## src/rtl/seqstream_pkg.sv

```systemverilog
package seqstream_pkg;

  typedef enum logic [1:0] {
    PH_IDLE  = 2'd0,
    PH_FETCH = 2'd1,
    PH_EMIT  = 2'd2,
    PH_FIN   = 2'd3
  } phase_e;

endpackage

```

## src/rtl/seqstream_beatcnt.sv

```systemverilog
module seqstream_beatcnt #(
  parameter int LEN_W = 8
) (
  input  logic             clk,
  input  logic             rst_n,
  input  logic             clr_i,
  input  logic             inc_i,
  input  logic [LEN_W-1:0] len_i,
  output logic             final_o
);

  localparam logic [LEN_W-1:0] ONE = LEN_W'(1);

  logic [LEN_W-1:0] len_q;
  logic [LEN_W-1:0] cnt_q;
  logic [LEN_W-1:0] cnt_d;
  logic             cnt_en;

  always_comb begin
    cnt_en = clr_i | inc_i;
    cnt_d  = clr_i ? '0 : cnt_q + ONE;
  end

  always_ff @(posedge clk or negedge rst_n) begin
    if (!rst_n) begin
      len_q <= '0;
      cnt_q <= '0;
    end else begin
      if (clr_i) len_q <= len_i;
      if (cnt_en) cnt_q <= cnt_d;
    end
  end

  // Writes completed so far equal count minus one: the pending write is the final one.
  assign final_o = (cnt_q == (len_q - ONE));

endmodule

```

## src/rtl/seqstream_accum.sv

```systemverilog
module seqstream_accum #(
  parameter int DATA_W = 16
) (
  input  logic              clk,
  input  logic              rst_n,
  input  logic              clr_i,
  input  logic              load_i,
  input  logic [DATA_W-1:0] word_i,
  output logic [DATA_W-1:0] total_o
);

  logic [DATA_W-1:0] acc_q;
  logic [DATA_W-1:0] acc_d;
  logic              acc_en;

  always_comb begin
    acc_en = clr_i | load_i;
    acc_d  = clr_i ? '0 : acc_q + word_i;
  end

  always_ff @(posedge clk or negedge rst_n) begin
    if (!rst_n) begin
      acc_q <= '0;
    end else if (acc_en) begin
      acc_q <= acc_d;
    end
  end

  assign total_o = acc_q;

endmodule

```

## src/rtl/seqstream_ctrl.sv

```systemverilog
module seqstream_ctrl
  import seqstream_pkg::*;
#(
  parameter int LEN_W = 8
) (
  input  logic             clk,
  input  logic             rst_n,
  input  logic             start_i,
  input  logic [LEN_W-1:0] len_i,
  input  logic             in_ne_i,
  input  logic             out_nf_i,
  input  logic             final_i,
  output logic             clr_o,
  output logic             rd_o,
  output logic             wr_o,
  output logic             last_o,
  output logic             done_o,
  output logic             ph_idle_o,
  output logic             ph_emit_o
);

  phase_e ph_q;
  phase_e ph_d;
  logic   len_zero;

  assign len_zero = (len_i == '0);

  always_comb begin
    ph_d   = ph_q;
    clr_o  = 1'b0;
    rd_o   = 1'b0;
    wr_o   = 1'b0;
    last_o = 1'b0;
    done_o = 1'b0;
    unique case (ph_q)
      PH_IDLE: begin
        if (start_i) begin
          clr_o = 1'b1;
          ph_d  = len_zero ? PH_FIN : PH_FETCH;
        end
      end
      PH_FETCH: begin
        if (in_ne_i) begin
          rd_o = 1'b1;
          ph_d = PH_EMIT;
        end
      end
      PH_EMIT: begin
        if (out_nf_i) begin
          wr_o = 1'b1;
          if (final_i) begin
            last_o = 1'b1;
            ph_d   = PH_FIN;
          end else begin
            ph_d = PH_FETCH;
          end
        end
      end
      PH_FIN: begin
        done_o = 1'b1;
        ph_d   = PH_IDLE;
      end
      default: ph_d = PH_IDLE;
    endcase
  end

  always_ff @(posedge clk or negedge rst_n) begin
    if (!rst_n) begin
      ph_q <= PH_IDLE;
    end else begin
      ph_q <= ph_d;
    end
  end

  assign ph_idle_o = (ph_q == PH_IDLE);
  assign ph_emit_o = (ph_q == PH_EMIT);

endmodule

```

## src/rtl/seqstream_kernel.sv

```systemverilog
module seqstream_kernel #(
  parameter int DATA_W = 16,
  parameter int LEN_W  = 8
) (
  input  logic              clk,
  input  logic              rst_n,
  input  logic              start,
  input  logic [LEN_W-1:0]  cfg_len,
  output logic              done,
  input  logic [DATA_W-1:0] in_data,
  input  logic              in_not_empty,
  output logic              in_rd,
  output logic [DATA_W-1:0] out_data,
  input  logic              out_not_full,
  output logic              out_wr,
  output logic              out_last
);

  logic rst_meta_q;
  logic rst_sync_n;
  logic clr;
  logic final_beat;
  logic phase_idle;
  logic phase_emit;

  // Reset asserts at once and releases two edges later.
  always_ff @(posedge clk or negedge rst_n) begin
    if (!rst_n) begin
      rst_meta_q <= 1'b0;
      rst_sync_n <= 1'b0;
    end else begin
      rst_meta_q <= 1'b1;
      rst_sync_n <= rst_meta_q;
    end
  end

  seqstream_ctrl #(.LEN_W(LEN_W)) u_ctrl (
    .clk       (clk),
    .rst_n     (rst_sync_n),
    .start_i   (start),
    .len_i     (cfg_len),
    .in_ne_i   (in_not_empty),
    .out_nf_i  (out_not_full),
    .final_i   (final_beat),
    .clr_o     (clr),
    .rd_o      (in_rd),
    .wr_o      (out_wr),
    .last_o    (out_last),
    .done_o    (done),
    .ph_idle_o (phase_idle),
    .ph_emit_o (phase_emit)
  );

  seqstream_beatcnt #(.LEN_W(LEN_W)) u_cnt (
    .clk     (clk),
    .rst_n   (rst_sync_n),
    .clr_i   (clr),
    .inc_i   (out_wr),
    .len_i   (cfg_len),
    .final_o (final_beat)
  );

  seqstream_accum #(.DATA_W(DATA_W)) u_acc (
    .clk     (clk),
    .rst_n   (rst_sync_n),
    .clr_i   (clr),
    .load_i  (in_rd),
    .word_i  (in_data),
    .total_o (out_data)
  );

endmodule

```

## config.mk

```make
export PLATFORM = sky130hd
export DESIGN_NAME = seqstream_kernel
export DESIGN_NICKNAME = d
export VERILOG_FILES = /design/src/rtl/seqstream_pkg.sv /design/src/rtl/seqstream_beatcnt.sv /design/src/rtl/seqstream_accum.sv /design/src/rtl/seqstream_ctrl.sv /design/src/rtl/seqstream_kernel.sv
export SDC_FILE = /design/constraint.sdc
export NUM_CORES = 1
export LEC_CHECK = 0
export ABC_AREA = 1
export BUFFER_PORTS_ARGS = -buffer_cell sky130_fd_sc_hd__clkbuf_2
export CORE_ASPECT_RATIO = 0.5
export CORE_UTILIZATION = 50
export CTS_CLUSTER_DIAMETER = 100
export DETAILED_ROUTE_END_ITERATION = 12
export GPL_TIMING_DRIVEN = 1
export PLACE_DENSITY = 0.85
export SETUP_SLACK_MARGIN = 0.3
export SYNTH_ARGS = -nofsm -noshare
export SYNTH_HDL_FRONTEND = slang
export SYNTH_SLANG_ARGS = --single-unit
```

## constraint.sdc

```tcl
create_clock -name clk -period 1.22 [get_ports clk]
set_input_delay 0.122 -clock clk [delete_from_list [all_inputs] [get_ports clk]]
set_output_delay 0.122 -clock clk [all_outputs]
set_load 0.005 [all_outputs]
```

==> results of run 1 <==
[through the flow]
step / instances / hold WS (ns) / setup TNS, ns
3_5_place_dp: 542 / -0.0870 / -6.00
2_1_floorplan: 374 / -0.174 / -3.57
3_3_place_gp: 542 / -0.0920 / -5.24
4_1_cts: 573 / 0.0482 / -8.75
[metal layers]
metal / overflow / track usage (%)
met5: 0 / 34.7
met4: 103 / 115
met3: 3 / 69.6
met2: 173 / 117
met1: 0 / 84.9
[timing repair]
item	4_1_cts
setup buffers	20
gates cloned	2
hold buffers	1
hold endpoints to repair	2
pin swaps	21
setup endpoints to repair	54
gates resized for setup	85
[logic make-up after synthesis]
kind of cell,share of synthesized area [%]
AND/OR/NAND/NOR,34.0
other,0.144
buffers and inverters,8.95
AO/OA/AOI/OAI,9.77
adder cells (fa/ha/maj),8.95
flip-flops,34.6
XOR/XNOR,3.56
==> out/summary.txt, run 1 <==
Remaining Overflow, GRT - 279
largest net degree at the start of global routing - 23
Halt Stage - global routing (5_1_grt)
Synth Cell Area - 2600 um^2
EDFF count, synth - 0
H-tree Lvls - 2
Netlist cell types - 35
synth top area cells - dfrtp_1 (35%), nand2_1 (18%), ha_1 (8.2%)
Yosys top cell area share - 34.6%
Placement Rows - 18
count leader, synth - nand2_1
commonest cells in the netlist - nand2_1 (124), inv_1 (49), dfrtp_1 (36)
TritonCTS buffer count - 5
area leader, netlist - dfrtp_1
top_reg_cell synth - dfrtp_1
clk sink count - 36
Seq/Total Area, Yosys - 34.6%
FF+latch count, synth - 36
Worst EP kind - top-level output
I/O pin count - 49
Initial Util - 52.5%
GRT repair_timing worst endpoint - out_last
mean post-synth cell area - 6.96 um^2
Placement Setup Slack - -0.556 ns
asr flop ratio synth - 100%
Mapped Nets - 421
detailed placement HPWL - 4.91 mm
PortBufs - 48
gp weighted congestion - 0.880
YS warnings - 0
Mapped Cells - 374
Chip Height - 53 um
clk root buf - clkbuf_8
Total GRT Usage - 91.7%
DP Area - 3500 um^2
status - aborted with a tool error
Die Wd - 104 um
First Error - [ERROR GRT-0232] Routing congestion too high. Check the congestion heatmap in the GUI.
Longest Clk Path Bufs - 2
==> inputs of run 2 (changes only) <==
- CORE_ASPECT_RATIO: 0.5 -> unset
- CORE_UTILIZATION: 50 -> 40
- CTS_CLUSTER_DIAMETER: 100 -> unset
- PLACE_DENSITY: 0.85 -> unset
- PLACE_DENSITY_LB_ADDON: unset -> 0.15
- SETUP_SLACK_MARGIN: 0.3 -> unset
- clock period: 1.22 -> 1.6 ns (I/O delays scaled with it)
==> run 2 against run 1 <==
Effect of this change:
- the flow now finishes, with violations (setup timing)
- synthesized area unchanged
- synthesized cell count stayed put
==> out/summary.txt, run 2 <==
Worst EP arrival - 1.79 ns
post-route cell area - 3660 um^2
vias in the first global route - 2442
synth top area cells - dfrtp_1 (35%), nand2_1 (18%), ha_1 (8.2%)
Buf+Inv Stages, Crit Path - 2
largest net degree at the start of global routing - 35
FF+latch area - 901 um^2
Met3 Wirelength - 191 um
Final Hold Vio Count - 0
Pwr Density - 1530 nW/um^2
detailed placement HPWL - 4.80 mm
Total GRT Usage - 20.4%
n_diodes - 0
DP Area - 3160 um^2
synthesis-to-finish area growth - 40.9%
multi-input logic area - 1820 um^2
skew final - 0.00791 ns
clock latency on the worst-skew pair - 0.30 ns
vias per cell - 4.91
Largest stage delay, worst path - 0.40 ns
worst hold-check path type - primary input to flip-flop
top_reg_cell synth - dfrtp_1
Mapped Cells - 374
Post-route DRC - 0
WHS - 0.0945 ns
register-to-register setup slack - -0.16 ns
Final Critical Period - 1.95 ns
clk root buf - clkbuf_8
EDFF count, synth - 0
Remaining Overflow, GRT - 0
unrepaired setup endpoints after global routing - true
max FFs per register - 16
setup TNS - -0.984 ns
required time worst endpoint - 1.44 ns
PortBufs - 48
Simple-Gate Fraction of Synth Area - 34.0%
mean post-synth cell area - 6.96 um^2
adder-cell area share of the yosys netlist - 8.95%
global-route wire length before repair - 10.4 mm
DR vias - 2656
initial antenna violation count - 0
routed wire length on met2 - 3.52 mm
Setup Viol. Count Final - 7
drt initial violations - 73
H-tree Lvls - 2
drt wl/cell - 12.3 um
CTS tree - done
Seq pwr share - 26.6%
Final ANT Viol Nets - 0
count leader, synth - nand2_1
Mapped Nets - 421
CP dominant cell by count - nor2_1
mux contribution to synthesized area - 0%
Compound-Gate Fraction of Synth Area - 9.76%
Max Transition Viols Final - 0
Seq/Total Area, Yosys - 34.6%
delay-heaviest family, CP - simple AND/OR/NAND/NOR gates
Netlist cell types - 35
nature of the critical path endpoint - primary output
Post-Synth XOR/XNOR Area - 3.56%
Die Wd - 82.6 um
final setup margin - -0.351 ns
Fill cells - 581
violations in the final reports - setup timing
Worst-path clk slew - 0.08 ns
Max Used Layer - met4
Initial DRT Pass Iterations - 4
Initial Util - 41.2%
Nets - 510
Comb power frac - 61.2%
asr flop ratio synth - 100%
switching portion of total power - 44.1%
I/O pin count - 49
clk sink count - 36
Placement Rows - 29
critical path class - flip-flop to primary output
Critical Path Start Type - flip-flop
Yosys top cell area share - 34.6%
commonest cells in the netlist - nand2_1 (124), inv_1 (49), dfrtp_1 (36)
FF+latch count, synth - 36
Int Pwr - 3130 uW
area leader, netlist - dfrtp_1
Core ar. - 6310 um^2
crit share post-route - 122%
most frequent cells in the layout - nand2_1 (98), clkbuf_2 (47), inv_1 (42)
slowest stage cell, crit path - dfrtp_1
YS warnings - 0
final WL - 6.67 mm
most common cell after layout, fill and taps aside - nand2_1
Chip Height - 82.6 um
VDD IR-drop max - 0.000755 V
met1 WL - 2.88 mm
Max Cap Viol - 0
Clk pwr share - 12.3%
fmax - 513 MHz
layout cells sized above 1 - 37.1%
status - complete, but fails checks
crit-path cells - buf_4 -> nor2_1 -> nand2_1 -> o21ai_1 -> nand2_1 -> nor2_1 -> nand3_1 -> nor2_1 -> buf_2
combinational family with the most area after synthesis - simple AND/OR/NAND/NOR gates
sw power - 2470 uW
CP Max Fanout - 3
Longest Clk Path Bufs - 2
TritonCTS buffer count - 5
gp weighted congestion - 0.798
Synth Cell Area - 2600 um^2
static leakage - 0.00197 uW
full die area - 6830 um^2
==> run 2: cell counts after synthesis <==
No cell type changed its count.
==> run 2: routing by layer <==
layer	vias to the layer above	global-route usage (%)
li1	1372	-
met1	1234	23.1
met2	41	38.2
met3	9	3.96
met4	0	6.21
met5	-	0
==> run 2: logic make-up after synthesis <==
kind of cell | Yosys count
and+or+nand+nor | 203
buffers and inverters | 59
AOI/OAI and AO/OA | 48
DFF | 36
adders and majority gates | 18
xor gates and xnor gates | 9
other | 1
==> run 2: worst min-delay path: cells and delay by family <==
| family | cells | cell delay [ns] |
|---|---|---|
| buffers and inverters | 1 | 0.09 |
| AND/OR/NAND/NOR | 2 | 0.10 |
==> run 2: cell type report <==
type / instances / share of cell area [%]
inverters: 55 / 5.70
well taps: 77 / 2.63
flip-flops and latches: 36 / 24.6
clock buffers: 8 / 2.46
multi-input cells: 279 / 49.6
repair buffers: 86 / 15.0
==> run 2: what timing repair did <==
item                                   CTS  global route
gates resized for setup                 11            71
buffers inserted                         4             2
cloned                                   0             0
hold buffers                             1             0
endpoints found under the hold margin    2             0
pin swaps                                2            29
setup endpoints to repair               11            14
==> run 2: final timing paths <==
kind,cells after the start,start,end
max reg2reg,12,u_acc.total_o[0],u_acc.total_o[10]
min reg2reg,1,rst_sync_n,u_acc.total_o[0]
min in group asynchronous,2,rst_n,rst_meta_q
max,9,u_cnt.len_q[1],out_last
max in group asynchronous,1,rst_sync_n,u_cnt.len_q[6]
min,3,cfg_len[5],u_cnt.len_q[5]
==> run 2: power groups by stage <==
| stage | Sequential, uW | Clock [uW] | Combinational, uW |
|---|---|---|---|
| floorplan | 1450 | 0 | 1810 |
| finish | 1490 | 687 | 3430 |
| global route | 1530 | 754 | 3850 |
| detailed placement | 1450 | 0 | 2810 |
| global placement | 1440 | 0 | 2760 |
| CTS | 1440 | 712 | 2910 |
==> run 2: per-stage QoR <==
| stage | setup slack (ns) | cells | power (uW) | utilization, % |
|---|---|---|---|---|
| floorplan | -0.0936 | 374 | 3260 | - |
| global route | -0.534 | 541 | 6130 | 58.0 |
| detailed placement | -0.164 | 526 | 4260 | 50.0 |
| finish | -0.351 | 541 | 5600 | 58.0 |
| CTS | -0.376 | 539 | 5070 | 52.7 |
| global placement | -0.124 | 526 | 4210 | 50.0 |
No activity file was read; power rests on OpenSTA's default activity.
